$ cat config.mk
export PLATFORM = sky130hd
export DESIGN_NAME = ddr_wr_port
export DESIGN_NICKNAME = d
export VERILOG_FILES = /design/src/rtl/ddr_wr_pkg.sv /design/src/rtl/ddr_wr_qualify.sv /design/src/rtl/ddr_wr_fall_capture.sv /design/src/rtl/ddr_wr_merge.sv /design/src/rtl/ddr_wr_port.sv
export SDC_FILE = /design/constraint.sdc
export NUM_CORES = 1
export LEC_CHECK = 0
export CAP_MARGIN = 20
export CORE_ASPECT_RATIO = 1.5
export CORE_UTILIZATION = 49
export DETAILED_ROUTE_END_ITERATION = 8
export GPL_TIMING_DRIVEN = 0
export PLACE_DENSITY = 0.9
export SKIP_CTS_REPAIR_TIMING = 1
export SLEW_MARGIN = 20
export SYNTH_ARGS = -nofsm -noshare
export SYNTH_HDL_FRONTEND = slang
export SYNTH_HIERARCHICAL = 1
export SYNTH_SLANG_ARGS = --single-unit
$ cat constraint.sdc
create_clock -name clk -period 2.5 [get_ports clk]
set_input_delay 0.25 -clock clk [delete_from_list [all_inputs] [get_ports clk]]
set_output_delay 0.25 -clock clk [all_outputs]
set_load 0.005 [all_outputs]
$ cat src/rtl/ddr_wr_pkg.sv
package ddr_wr_pkg;

    typedef enum logic {
        RATE_SINGLE = 1'b0,
        RATE_DOUBLE = 1'b1
    } rate_e;

    // Outcome of one rising-edge admission decision
    typedef struct packed {
        logic take_rise;   // rising-edge word goes to lane 0
        logic take_fall;   // following falling-edge word goes to lane 1
        logic lost;        // a qualified word was discarded
    } admit_t;

    localparam admit_t ADMIT_NONE = '{take_rise: 1'b0, take_fall: 1'b0, lost: 1'b0};

    function automatic admit_t decide(
        input logic  qual,
        input rate_e rate,
        input logic  full,
        input logic  one_left
    );
        admit_t r;
        r.take_rise = qual && !full;
        r.take_fall = qual && !full && (rate == RATE_DOUBLE) && !one_left;
        r.lost      = qual && (full || ((rate == RATE_DOUBLE) && one_left));
        return r;
    endfunction

endpackage

$ cat src/rtl/ddr_wr_qualify.sv
module ddr_wr_qualify
    import ddr_wr_pkg::*;
#(
    parameter int DATA_W = 16
) (
    input  logic              clk,
    input  logic              rst,
    input  rate_e             rate,
    input  logic              wen_n,
    input  logic              wcs_n,
    input  logic [DATA_W-1:0] wdata,
    input  logic              fifo_full,
    input  logic              fifo_one_left,
    output admit_t            admit_q,
    output logic [DATA_W-1:0] rise_word_q
);

    logic qual;
    assign qual = !wen_n && !wcs_n;

    always_ff @(posedge clk) begin
        if (rst) begin
            admit_q     <= ADMIT_NONE;
            rise_word_q <= '0;
        end else begin
            admit_q     <= decide(qual, rate, fifo_full, fifo_one_left);
            rise_word_q <= wdata;
        end
    end

    // a cut-short pair still keeps its older word
    a_r6_keep_rise: assert property (@(posedge clk) disable iff (rst)
        (qual && !fifo_full && (rate == RATE_DOUBLE) && fifo_one_left)
            |=> (admit_q.take_rise && !admit_q.take_fall && admit_q.lost));

endmodule

$ cat src/rtl/ddr_wr_fall_capture.sv
module ddr_wr_fall_capture #(
    parameter int DATA_W = 16
) (
    input  logic              clk,
    input  logic              arm,
    input  logic [DATA_W-1:0] wdata,
    output logic [DATA_W-1:0] fall_word_q
);

    // Loaded only when the preceding rising edge admitted a pair
    always_ff @(negedge clk) begin
        if (arm) begin
            fall_word_q <= wdata;
        end
    end

endmodule

$ cat src/rtl/ddr_wr_merge.sv
module ddr_wr_merge
    import ddr_wr_pkg::*;
#(
    parameter int DATA_W = 16,
    parameter int LANES  = 2
) (
    input  logic              clk,
    input  logic              rst,
    input  admit_t            admit_q,
    input  logic [DATA_W-1:0] rise_word_q,
    input  logic [DATA_W-1:0] fall_word_q,
    output logic [LANES-1:0]  lane_we,
    output logic [DATA_W-1:0] lane_wd [LANES],
    output logic              ovf
);

    logic [LANES-1:0]  src_we;
    logic [DATA_W-1:0] src_wd [LANES];

    assign src_we[0] = admit_q.take_rise;
    assign src_we[1] = admit_q.take_fall;
    assign src_wd[0] = rise_word_q;
    assign src_wd[1] = fall_word_q;

    for (genvar g = 0; g < LANES; g++) begin : g_lane
        always_ff @(posedge clk) begin
            if (rst) begin
                lane_we[g] <= 1'b0;
                lane_wd[g] <= '0;
            end else begin
                lane_we[g] <= src_we[g];
                lane_wd[g] <= src_wd[g];
            end
        end
    end

    always_ff @(posedge clk) begin
        if (rst) ovf <= 1'b0;
        else     ovf <= admit_q.lost;
    end

    // newer lane never strobed alone
    a_r3_lane_order: assert property (@(posedge clk) disable iff (rst)
        lane_we[1] |-> lane_we[0]);

endmodule

$ cat src/rtl/ddr_wr_port.sv
module ddr_wr_port
    import ddr_wr_pkg::*;
#(
    parameter int DATA_W = 16
) (
    input  logic              clk,
    input  logic              rst,
    input  logic              ddr_mode,
    input  logic              wen_n,
    input  logic              wcs_n,
    input  logic [DATA_W-1:0] wdata,
    input  logic              fifo_full,
    input  logic              fifo_one_left,
    output logic              mem_we0,
    output logic [DATA_W-1:0] mem_wd0,
    output logic              mem_we1,
    output logic [DATA_W-1:0] mem_wd1,
    output logic              wr_ovf
);

    localparam int LANES = 2;

    rate_e             rate;
    admit_t            admit_q;
    logic [DATA_W-1:0] rise_word_q;
    logic [DATA_W-1:0] fall_word_q;
    logic [LANES-1:0]  lane_we;
    logic [DATA_W-1:0] lane_wd [LANES];

    assign rate = ddr_mode ? RATE_DOUBLE : RATE_SINGLE;

    ddr_wr_qualify #(.DATA_W(DATA_W)) u_qual (
        .clk          (clk),
        .rst          (rst),
        .rate         (rate),
        .wen_n        (wen_n),
        .wcs_n        (wcs_n),
        .wdata        (wdata),
        .fifo_full    (fifo_full),
        .fifo_one_left(fifo_one_left),
        .admit_q      (admit_q),
        .rise_word_q  (rise_word_q)
    );

    ddr_wr_fall_capture #(.DATA_W(DATA_W)) u_fall (
        .clk        (clk),
        .arm        (admit_q.take_fall),
        .wdata      (wdata),
        .fall_word_q(fall_word_q)
    );

    ddr_wr_merge #(.DATA_W(DATA_W), .LANES(LANES)) u_merge (
        .clk        (clk),
        .rst        (rst),
        .admit_q    (admit_q),
        .rise_word_q(rise_word_q),
        .fall_word_q(fall_word_q),
        .lane_we    (lane_we),
        .lane_wd    (lane_wd),
        .ovf        (wr_ovf)
    );

    assign mem_we0 = lane_we[0];
    assign mem_we1 = lane_we[1];
    assign mem_wd0 = lane_wd[0];
    assign mem_wd1 = lane_wd[1];

    // reset leaves the outputs quiet
    a_r1_reset_quiet: assert property (@(posedge clk)
        rst |=> (!mem_we0 && !mem_we1 && !wr_ovf));

    // single-rate mode never uses the second lane
    a_r2_single_lane: assert property (@(posedge clk) disable iff (rst)
        (!ddr_mode && $past(!ddr_mode)) |-> !mem_we1);

    // full at the deciding edge blocks both lanes two edges later
    a_r5_full_blocks: assert property (@(posedge clk) disable iff (rst)
        fifo_full |=> ##1 (!mem_we0 && !mem_we1));

    // a loss pulse never coincides with a second-lane write
    a_r7_ovf_excl: assert property (@(posedge clk) disable iff (rst)
        !(wr_ovf && mem_we1));

endmodule

-- Word-level counts from Yosys, hierarchy flattened
Index checks and enable logic that the tools add are counted.
- reduce and logical (&&, ||, !) cells: 11
- muxes and demuxes: 1
- operator list (cell ; number):
    1-bit logical AND ; 6
    1-bit logical NOT ; 4
    1-bit logical OR ; 1
    1-bit 2-to-1 mux ; 1
- output and inout bits: 35
- register bits: 70
- logic and storage cells: 22
- input bits: 23

-- Depth between registers and ports, before layout
- depth in word-level cells: 5
- depth in mapped cells: 2
- depth with buffers taken out: 2

-- Cells and area by module
The synthesis kept the hierarchy.
- modules (own cells, without submodules) (module ; cells each ; seq. area each (um^2) ; area each (um^2) ; instances):
    ddr_wr_merge ; 73 ; 700.7 ; 965.9 ; 1
    ddr_wr_qualify ; 40 ; 380.4 ; 539.3 ; 1
    ddr_wr_fall_capture ; 17 ; 480.5 ; 484.2 ; 1

==> impl_metrics.yaml <==
detailed_routing:
  detail_route.iter0.violations: 20
  wl_per_cell_um: 12.2
  route.vias.total: 1137
  post-route-drc-count: 0
  detail_route.vias_per_cell: 4.32
  postRouteWirelength_mm: 3.22
  dr.pass1.iters: 4
  final_antenna_net_count: 0
die:
  design.core.area_um2: 3920
  ios: 58
  die-area_um2: 4320
  die_height_um: 80.0
  dieWidth_um: 54.0
  rows: 28
  floorplan.initialDensity_pct: 50.7
placement:
  io_buffers: 57
  placedInstanceArea_um2: 2620
  detailedPlacementHpwl_mm: 2.20
  routabilityCongestion: 0.656
  place_worst_setup_slack_ns: 0.0706
setup_path:
  critical_path.startpoint_type: "register"
  critical_setup_path_class: "reg -> reg"
  critical_path_depth: 0
  timing.critical_path.to: "u_fall/fall_word_q[0]$_DFFE_NP_"
  critPathMaxFanout: 17
  reg2reg_setup_slack_ns: 0.12
  worstPathRequired_ns: 1.24
  signal_arrival_time_at_the_worst_endpoint_ns: 1.13
  cp-end-kind: "register"
  worst_r2r_endpoint: "u_fall/fall_word_q[0]$_DFFE_NP_"
  crit_path_start: "u_qual/admit_q[1]$_SDFF_PP0_"
  reg2reg_depth: 0
  worst_r2r_startpoint: "u_qual/admit_q[1]$_SDFF_PP0_"
pwr:
  sequentialPowerShare_pct: 52.3
  swShare_pct: 22.8
  power_density_nw_per_um2: 801
  total_leakage_power_nw: 1.15
  p_int_mw: 1.77
  ir_worst_vdd_uv: 605
  combinationalPowerShare_pct: 5.4
  switchingPower_uw: 524
  pwr-share-clk_pct: 42.3
cells_and_area:
  n_fill_cell: 257
  multi_input_comb_area_um2: 379
  diodes: 0
  layout_commonest_cell: "sky130_fd_sc_hd__clkdlybuf4s50_1"
  post_route_cells_drive_above_1_share_pct: 12.4
  mostFrequentLayoutCells: "sky130_fd_sc_hd__clkdlybuf4s50_1, sky130_fd_sc_hd__dfxtp_1, sky130_fd_sc_hd__nor2b_1"
  final-seq-area_um2: 1560
  area_growth_syn_to_fin_pct: 44.2
  finalInstanceArea_um2: 2870
  layout.nets: 236
synth:
  postSynthCellCount: 130
  mappedNetlistArea_um2: 1990
  synth_fp_nets: 153
  post_synth.cell_area_avg_um2: 15.3
  synth.yosys.seq_area_share_pct: 78.5
  synth.ff_latch_count: 70
  synth_cell_types: 10
  yosys_warning_count: 6
cts:
  clock_sinks: 70
  numCtsBuffers: 9
  path_clk_slew_ns: 0.07
  worstSkewPairLatency_ns: 0.38
  h_tree_lvl_count: 3
  cell_chosen_for_the_clock_root: "sky130_fd_sc_hd__clkbuf_8"
  clock_path_buffers: 2
  cts_tree: "yes"
timing:
  finalHoldViolCount: 0
  setup_viol: 0
  rsz0062_at_grt: "false"
  finalSetupTns_ns: 0
  slew_headroom_pct: 51.8
  final-max-slew-violation-count: 0
  clock_skew_ns: 0.0521
  setup_ws_final_ns: 0.117
  worst_slew_pin_slew_ns: 0.722
global_routing:
  largest_net_degree_at_the_start_of_global_routing: 18
  vias_in_the_first_global_route: 1075
  antenna_found_initial: 0
  overflow: 0
  grt_usage_pct: 18.2
  grt_pass1_wl_mm: 5.02
run:
  maxCapViolCount: 0
run_status:
  outcome: "finished clean"
worst_hold_path:
  min-delay-path-class: "reg -> reg"
[routing by layer]
layer  track usage (%)  vias to the layer above  wire (um)
li1                  -                      580          -
met1              19.5                      510       1220
met2              26.8                       39       1700
met3              6.10                        8        189
met4              16.9                        0        109
met5                 0                        -          0
[power by group through the flow]
stage	combinational [mW]	sequential (mW)	clock, mW
global placement	0.121	1.22	0.0409
global route	0.135	1.20	1.08
finish	0.124	1.20	0.973
detailed placement	0.125	1.22	0.0409
CTS	0.126	1.20	1.00
floorplan	0.0354	1.23	0.0409
[synth_stat cells]
cell type,number,area [um2]
sky130_fd_sc_hd__a21oi_1,1,5.00
sky130_fd_sc_hd__and2b_2,5,43.8
sky130_fd_sc_hd__and3b_1,1,8.76
sky130_fd_sc_hd__buf_6,4,45.0
sky130_fd_sc_hd__dfxtp_1,54,1080
sky130_fd_sc_hd__edfxtp_1,16,480
sky130_fd_sc_hd__inv_1,1,3.75
sky130_fd_sc_hd__nor2b_1,46,288
sky130_fd_sc_hd__nor4_2,1,12.5
sky130_fd_sc_hd__nor4_4,1,21.3
[cell families after synthesis]
kind of cell           after synthesis  share of synthesized area, %
AO/OA/AOI/OAI                        1                         0.251
buffers and inverters                5                          2.45
AND/OR/NAND/NOR                     54                          18.8
flip-flops                          70                          78.5
[worst min-delay path by stage]
stage / from / end / slack [ns] / cells after the start
after floorplan: rst / u_qual/admit_q[2]$_SDFF_PP0_ / 0.32 / 1
after global placement: u_qual/admit_q[2]$_SDFF_PP0_ / u_merge/lane_we[0]$_SDFF_PP0_ / 0.42 / 1
after detailed placement: u_qual/rise_word_q[8]$_SDFF_PP0_ / u_merge/lane_wd[24]$_SDFF_PP0_ / 0.42 / 1
after CTS: u_qual/rise_word_q[8]$_SDFF_PP0_ / u_merge/lane_wd[24]$_SDFF_PP0_ / 0.44 / 1
after global routing: u_qual/admit_q[2]$_SDFF_PP0_ / u_merge/lane_we[0]$_SDFF_PP0_ / 0.46 / 1
final: u_qual/rise_word_q[8]$_SDFF_PP0_ / u_merge/lane_wd[24]$_SDFF_PP0_ / 0.44 / 1
[metrics by stage]
stage / power [mW] / instances / util [%] / hold slack, ns
6_report: 2.30 / 263 / 73.1 / 0.440
5_1_grt: 2.42 / 263 / 73.1 / 0.461
4_1_cts: 2.33 / 263 / 73.1 / 0.442
3_5_place_dp: 1.39 / 232 / 66.7 / 0.424
3_3_place_gp: 1.39 / 232 / 66.7 / 0.418
2_1_floorplan: 1.30 / 130 / - / 0.316
[final cells by class]
cell class                 instances  share of cell area [%]
multi-input combinational         55                    13.2
tap                               45                    1.96
clock inverter                    23                    4.62
buffer                             4                    1.57
sequential                        70                    54.4
timing repair buffer              57                    19.9
clock buffer                       9                    4.32
[sequential cells by signal (all words and copies together), names as in the netlist]
register	count
u_merge/lane_wd	32
u_merge/lane_we	2
u_qual/admit_q	3
u_merge/ovf	1
u_qual/rise_word_q	16
u_fall/fall_word_q	16
Note: power is estimated with default switching activity, not from simulation.
